### src/rtl/serial_rx_filt.sv
module serial_rx_filt #(
  parameter int DIV_W     = 17,
  parameter int FILT_BITS = 2
) (
  input  logic             clk,
  input  logic             rst,
  input  logic [7:0]       frame_cfg,
  input  logic [DIV_W-1:0] baud_div,
  input  logic             rx_line,
  output logic [7:0]       byte_out,
  output logic             byte_valid,
  output logic             frame_err,
  output logic             parity_err,
  output logic             break_flag
);
  localparam logic [FILT_BITS-1:0] FMAX = {FILT_BITS{1'b1}};

  typedef enum logic [2:0] {S_IDLE, S_START, S_DATA, S_PAR, S_STOP, S_BRK} st_t;

  wire clr = rst | frame_cfg[7];

  logic [1:0]           sync;
  logic                 line_f, line_q;
  logic [FILT_BITS-1:0] fcnt;

  always_ff @(posedge clk) begin
    if (clr) begin
      sync   <= 2'b11;
      line_f <= 1'b1;
      line_q <= 1'b1;
      fcnt   <= '0;
    end else begin
      sync   <= {sync[0], rx_line};
      line_q <= line_f;
      if (sync[1] != line_f) begin
        if (fcnt == FMAX) begin
          line_f <= sync[1];
          fcnt   <= '0;
        end else begin
          fcnt <= fcnt + 1'b1;
        end
      end else begin
        fcnt <= '0;
      end
    end
  end

  st_t              st;
  logic [DIV_W-1:0] tcnt;
  logic [2:0]       idx;
  logic [7:0]       dat;
  logic             par, perr_r, all_low, stop_bad, stops_left;

  wire       tick     = (tcnt == '0);
  wire [2:0] last_idx = {1'b1, frame_cfg[4:3]};
  wire       bad_now  = stop_bad | ~line_f;
  wire       low_now  = all_low & ~line_f;

  always_ff @(posedge clk) begin
    if (clr) begin
      st         <= S_IDLE;
      tcnt       <= '0;
      idx        <= '0;
      dat        <= '0;
      par        <= 1'b0;
      perr_r     <= 1'b0;
      all_low    <= 1'b0;
      stop_bad   <= 1'b0;
      stops_left <= 1'b0;
      byte_out   <= '0;
      byte_valid <= 1'b0;
      frame_err  <= 1'b0;
      parity_err <= 1'b0;
      break_flag <= 1'b0;
    end else begin
      byte_valid <= 1'b0;
      frame_err  <= 1'b0;
      parity_err <= 1'b0;
      if (st != S_IDLE && st != S_BRK)
        tcnt <= tick ? baud_div - 1'b1 : tcnt - 1'b1;
      case (st)
        S_IDLE: if (line_q && !line_f) begin
          st       <= S_START;
          tcnt     <= baud_div >> 1;
          idx      <= '0;
          dat      <= '0;
          par      <= 1'b0;
          perr_r   <= 1'b0;
          all_low  <= 1'b1;
          stop_bad <= 1'b0;
        end
        S_START: if (tick) st <= line_f ? S_IDLE : S_DATA;
        S_DATA: if (tick) begin
          dat[idx] <= line_f;
          par      <= par ^ line_f;
          all_low  <= low_now;
          if (idx == last_idx) begin
            st         <= frame_cfg[2] ? S_PAR : S_STOP;
            stops_left <= frame_cfg[0];
          end else begin
            idx <= idx + 1'b1;
          end
        end
        S_PAR: if (tick) begin
          perr_r     <= (par ^ line_f) != frame_cfg[1];
          all_low    <= low_now;
          stops_left <= frame_cfg[0];
          st         <= S_STOP;
        end
        S_STOP: if (tick) begin
          if (stops_left) begin
            stops_left <= 1'b0;
            stop_bad   <= bad_now;
            all_low    <= low_now;
          end else begin
            byte_valid <= 1'b1;
            byte_out   <= dat;
            frame_err  <= bad_now;
            parity_err <= perr_r;
            if (low_now) begin
              break_flag <= 1'b1;
              st         <= S_BRK;
            end else begin
              st <= S_IDLE;
            end
          end
        end
        S_BRK: if (line_f) begin
          break_flag <= 1'b0;
          st         <= S_IDLE;
        end
        default: st <= S_IDLE;
      endcase
    end
  end

  AST_VALID_ONE_CYCLE: assert property (@(posedge clk) disable iff (rst)
    byte_valid |=> !byte_valid);
  AST_ERR_WITH_VALID: assert property (@(posedge clk) disable iff (rst)
    (frame_err || parity_err) |-> byte_valid);
  AST_BYTE_WIDTH: assert property (@(posedge clk) disable iff (rst)
    byte_valid |-> ((byte_out >> (5 + frame_cfg[4:3])) == 8'd0));
  AST_BREAK_ZERO: assert property (@(posedge clk) disable iff (rst)
    $rose(break_flag) |-> (frame_err && byte_out == 8'd0));
  AST_BREAK_HOLD: assert property (@(posedge clk) disable iff (rst || frame_cfg[7])
    (break_flag && !line_f) |=> break_flag);
  AST_SOFT_RESET: assert property (@(posedge clk) disable iff (rst)
    frame_cfg[7] |=> (!byte_valid && !break_flag && st == S_IDLE));
endmodule

### config.mk
export PLATFORM = sky130hd
export DESIGN_NAME = serial_rx_filt
export DESIGN_NICKNAME = d
export VERILOG_FILES = /design/src/rtl/serial_rx_filt.sv
export SDC_FILE = /design/constraint.sdc
export NUM_CORES = 1
export LEC_CHECK = 0
export ABC_AREA = 1
export BUFFER_PORTS_ARGS = -buffer_cell sky130_fd_sc_hd__buf_2
export CAP_MARGIN = 20
export CORE_MARGIN = 3
export CORE_UTILIZATION = 45
export CTS_CLUSTER_DIAMETER = 50
export DETAILED_ROUTE_END_ITERATION = 12
export GPL_ROUTABILITY_DRIVEN = 0
export GPL_TIMING_DRIVEN = 0
export PLACE_DENSITY = 0.63
export SETUP_SLACK_MARGIN = 0.3
export SYNTH_ARGS = -nofsm -noshare
export SYNTH_HDL_FRONTEND = slang
export SYNTH_SLANG_ARGS = --single-unit
### constraint.sdc
create_clock -name clk -period 2.52 [get_ports clk]
set_clock_uncertainty 0.05 [all_clocks]
set_input_delay 0.63 -clock clk [delete_from_list [all_inputs] [get_ports clk]]
set_output_delay 0.63 -clock clk [all_outputs]
set_load 0.005 [all_outputs]
==> impl_results.md <==
* Status: complete, no violations
* Top Ports at 40
* Peak supply drop at 159 µV
* Startpoint types: flop
* Post-Syn Nets at 529
* Period utilisation layout at 83.3%
* Clock Latency Late Sink at 0.32 ns
* Worst Hold Class: reg2reg
* Minimum clock period at 2.10 ns
* # setup viols final at 0
* DP Area at 3550 µm²
* Residual DRC count at 0
* Slowest stage delay, CP at 0.33 ns
* Hold Slack at 0.368 ns
* Slew margin rel. at 61.2%
* Bufs on Longest Clock Path at 2
* Post-CTS Hold Buffers at 0
* Max Clock Freq at 476 MHz
* NetSw at 399 µW
* Main synth FF type: dfxtp_1
* Die Height at 91.0 µm
* Largest net degree at the start of global routing at 19
* Netlist cell types at 43
* FF-to-FF Start: tcnt[6]$_SDFF_PP0_
* Initial antenna violation count at 0
* Design Area, Final at 3730 µm²
* Clock power share at 39.1%
* Fraction of layout cells with a size suffix above 1 at 17.4%
* Synth top area share at 33.3%
* WP data arrival at 2.26 ns
* Flops & latches, synth at 54
* Reg2Reg Depth at 13
* Seq/Total Area, Yosys at 33.3%
* Area contributors post-synth: dfxtp_1, nand2_1, inv_1, a21oi_1, nand3_1
* Delay-heaviest family, CP: simple AND/OR/NAND/NOR gates
* Root Driver: clkbuf_8
* Switching share of power at 24.9%
* Nets at 575
* Gate power share at 7.4%
* Critical Path Fanout Max at 7
* Total track usage at 21.1%
* Worst path cell trace: nor2_1 > nand3_2 > nor2_8 > nand3_1 > nand2_1 > inv_1 > ha_1 > nand3_2 > inv_1 > nand2_1 > o21ai_0 > o21ai_1 > o21ai_1
* Ys async rst share at 0%
* Avg Cell Area, Syn at 6.52 µm²
* Post-synth EDFFs at 0
* Total wire length at 8490 µm
* Routed WL per cell at 13.2 µm
* Bufs and invs on worst path at 2
* # Max-Cap Violations at 0
* CTS tree: built
* TritonCTS Sinks at 54
* HP Start: sync[0]$_SDFF_PP1_
* Crit Path Category: reg2reg
* Antenna Diode Count at 0
* Routed Antenna Nets at 0
* Hold Path End: sync[1]$_SDFF_PP1_
* Vias post-DR at 3309
* Worst-path clk slew at 0.11 ns
* DPL Wire Length at 6350 µm
* Layout Utilization at 54.1%
* Syn-to-layout area delta at 15.0%
* Port bufs at 37
* Gr ovfl total at 0
* DR pass1 iterations at 4
* Reg2reg end: tcnt[6]$_SDFF_PP0_
* First-pass GRT wire length at 14300 µm
* Sequential power share at 53.5%
* Cell leakage power at 0.00154 µW
* Power density cells at 428 nW/µm²
* Syn. warnings at 0
* Final Hold Vio Count at 0
* Yosys top cell by area: dfxtp_1
* Setup_tns at 0 ns
* Hold Path Stages at 1
* Drt first-iter violations at 135
* R2R Setup Slk at 0.42 ns
* Rows at 30
* Core ar. at 6910 µm²
* Post-Synthesis Cells at 498
* Initial core utilization at 47.0%
* Pint at 1200 µW
* Slew Limit Fails at 0
* RSZ-0062 raised after global routing: false
* CP required at 2.68 ns
* Total Die Area at 8270 µm²
* DIE WIDTH at 91.0 µm
* CP endpoint kind: flop
* Slew @ Worst Pin at 0.583 ns
* CTS H-tree depth at 2
* Post-Syn Area at 3250 µm²
* Slowest cell on crit path: dfxtp_1
* Total clock buffers created by CTS at 5
* Number of global-route vias before repair at 3172
* Fill cells at 754
* Vias per inst at 5.16
cell families after synthesis:
| kind of cell | Yosys count | synth area share (%) |
|---|---|---|
| AND/OR/NAND/NOR | 230 | 32.7 |
| flip-flops | 54 | 33.3 |
| buffers and inverters | 92 | 11.6 |
| adder cells (fa/ha/maj) | 3 | 1.16 |
| AO/OA/AOI/OAI | 114 | 19.9 |
| XOR/XNOR | 5 | 1.35 |
power groups by stage:
| stage | sequential (µW) | clock, µW | combinational, µW |
|---|---|---|---|
| 2_1_floorplan | 874 | 0 | 70.4 |
| 3_3_place_gp | 874 | 0 | 113 |
| 3_5_place_dp | 874 | 0 | 114 |
| 4_1_cts | 854 | 640 | 115 |
| 5_1_grt | 855 | 668 | 134 |
| 6_report | 854 | 625 | 119 |
worst reg2reg max path, cell delays in order, from the launching register on:
cell     delay, ns
dfxtp_1       0.33
nor2_1        0.15
nand3_2       0.15
nor2_8        0.23
nand3_1       0.11
nand2_1       0.07
inv_1         0.05
ha_1          0.22
nand3_2       0.11
inv_1         0.06
nand2_1       0.09
o21ai_0       0.08
o21ai_1       0.20
o21ai_1       0.10
area by class of cell:
cell class                 instances  area [µm²]  share of cell area (%)
timing repair buffer              39         200                    5.36
tap                               96         120                    3.22
clock inverter                     3        47.5                    1.27
inverter                          77         289                    7.74
sequential                        54        1080                    28.9
multi-input combinational        352        1840                    49.3
clock buffer                       5        68.8                    1.84
buffer                            15        87.6                    2.35
how the worst max path moves through the flow:
stage	start	endpoint	slack (ns)	cells past startpoint
global route	tcnt[2]$_SDFF_PP0_	tcnt[13]$_SDFF_PP0_	0.29	14
floorplan	baud_div[0]	tcnt[12]$_SDFF_PP0_	0.59	10
CTS	tcnt[12]$_SDFF_PP0_	tcnt[6]$_SDFF_PP0_	0.32	13
finish	tcnt[6]$_SDFF_PP0_	tcnt[6]$_SDFF_PP0_	0.42	13
global placement	baud_div[0]	tcnt[12]$_SDFF_PP0_	0.14	11
detailed placement	baud_div[0]	tcnt[12]$_SDFF_PP0_	0.12	11
cells in the mapped netlist, types with 2 or more instances:
master,number
o21ai_0,38
or2_2,2
clkbuf_1,9
o31ai_1,4
inv_1,72
nor2_1,43
a31oi_1,4
a21oi_2,2
o211ai_1,4
o21ai_1,6
nand2_2,4
a21oi_1,45
ha_1,3
nand2_1,112
nor3_1,8
buf_2,3
nor2_8,2
nand3_2,5
a211oi_1,2
nor2_2,8
xnor2_1,3
inv_2,4
buf_6,2
xor2_1,2
nand3_1,38
dfxtp_1,54
o22ai_1,3
layout by cell type, fill, tap and decap left out, types with 5 or more instances in the layout:
master	instances
nor2_4	6
nor2_2	7
clkbuf_1	8
inv_1	72
a21oi_1	45
nand3_2	6
nand3_1	37
clkbuf_8	5
buf_2	40
o21ai_1	7
nor3_1	8
dfxtp_1	54
nand2_1	112
nor2_1	39
o21ai_0	37
metal layers:
| layer | vias up | wire length (µm) | track usage (%) |
|---|---|---|---|
| met2 | 92 | 4170 | 36.8 |
| met3 | 20 | 366 | 3.07 |
| li1 | 1703 | - | - |
| met5 | - | 0 | 0 |
| met1 | 1494 | 3660 | 25.0 |
| met4 | 0 | 284 | 10.6 |
flip-flops by register name, indices dropped and copies added, names as in the netlist, 2 cells and up:
register / count
fcnt: 2
dat: 8
idx: 3
st: 3
tcnt: 17
byte_out: 8
sync: 2
timing repair:
action,CTS,global route
gates cloned,0,0
gates resized for setup,2,12
endpoints found under the setup margin,2,22
buffers inserted,0,2
pin swaps,0,1
through the flow:
step | setup WS [ns] | power, µW | instances
2_1_floorplan | 0.588 | 944 | 498
3_3_place_gp | 0.142 | 987 | 631
3_5_place_dp | 0.121 | 988 | 631
4_1_cts | 0.319 | 1610 | 639
5_1_grt | 0.289 | 1660 | 641
6_report | 0.421 | 1600 | 641
Power figures use the tool's default switching activity.
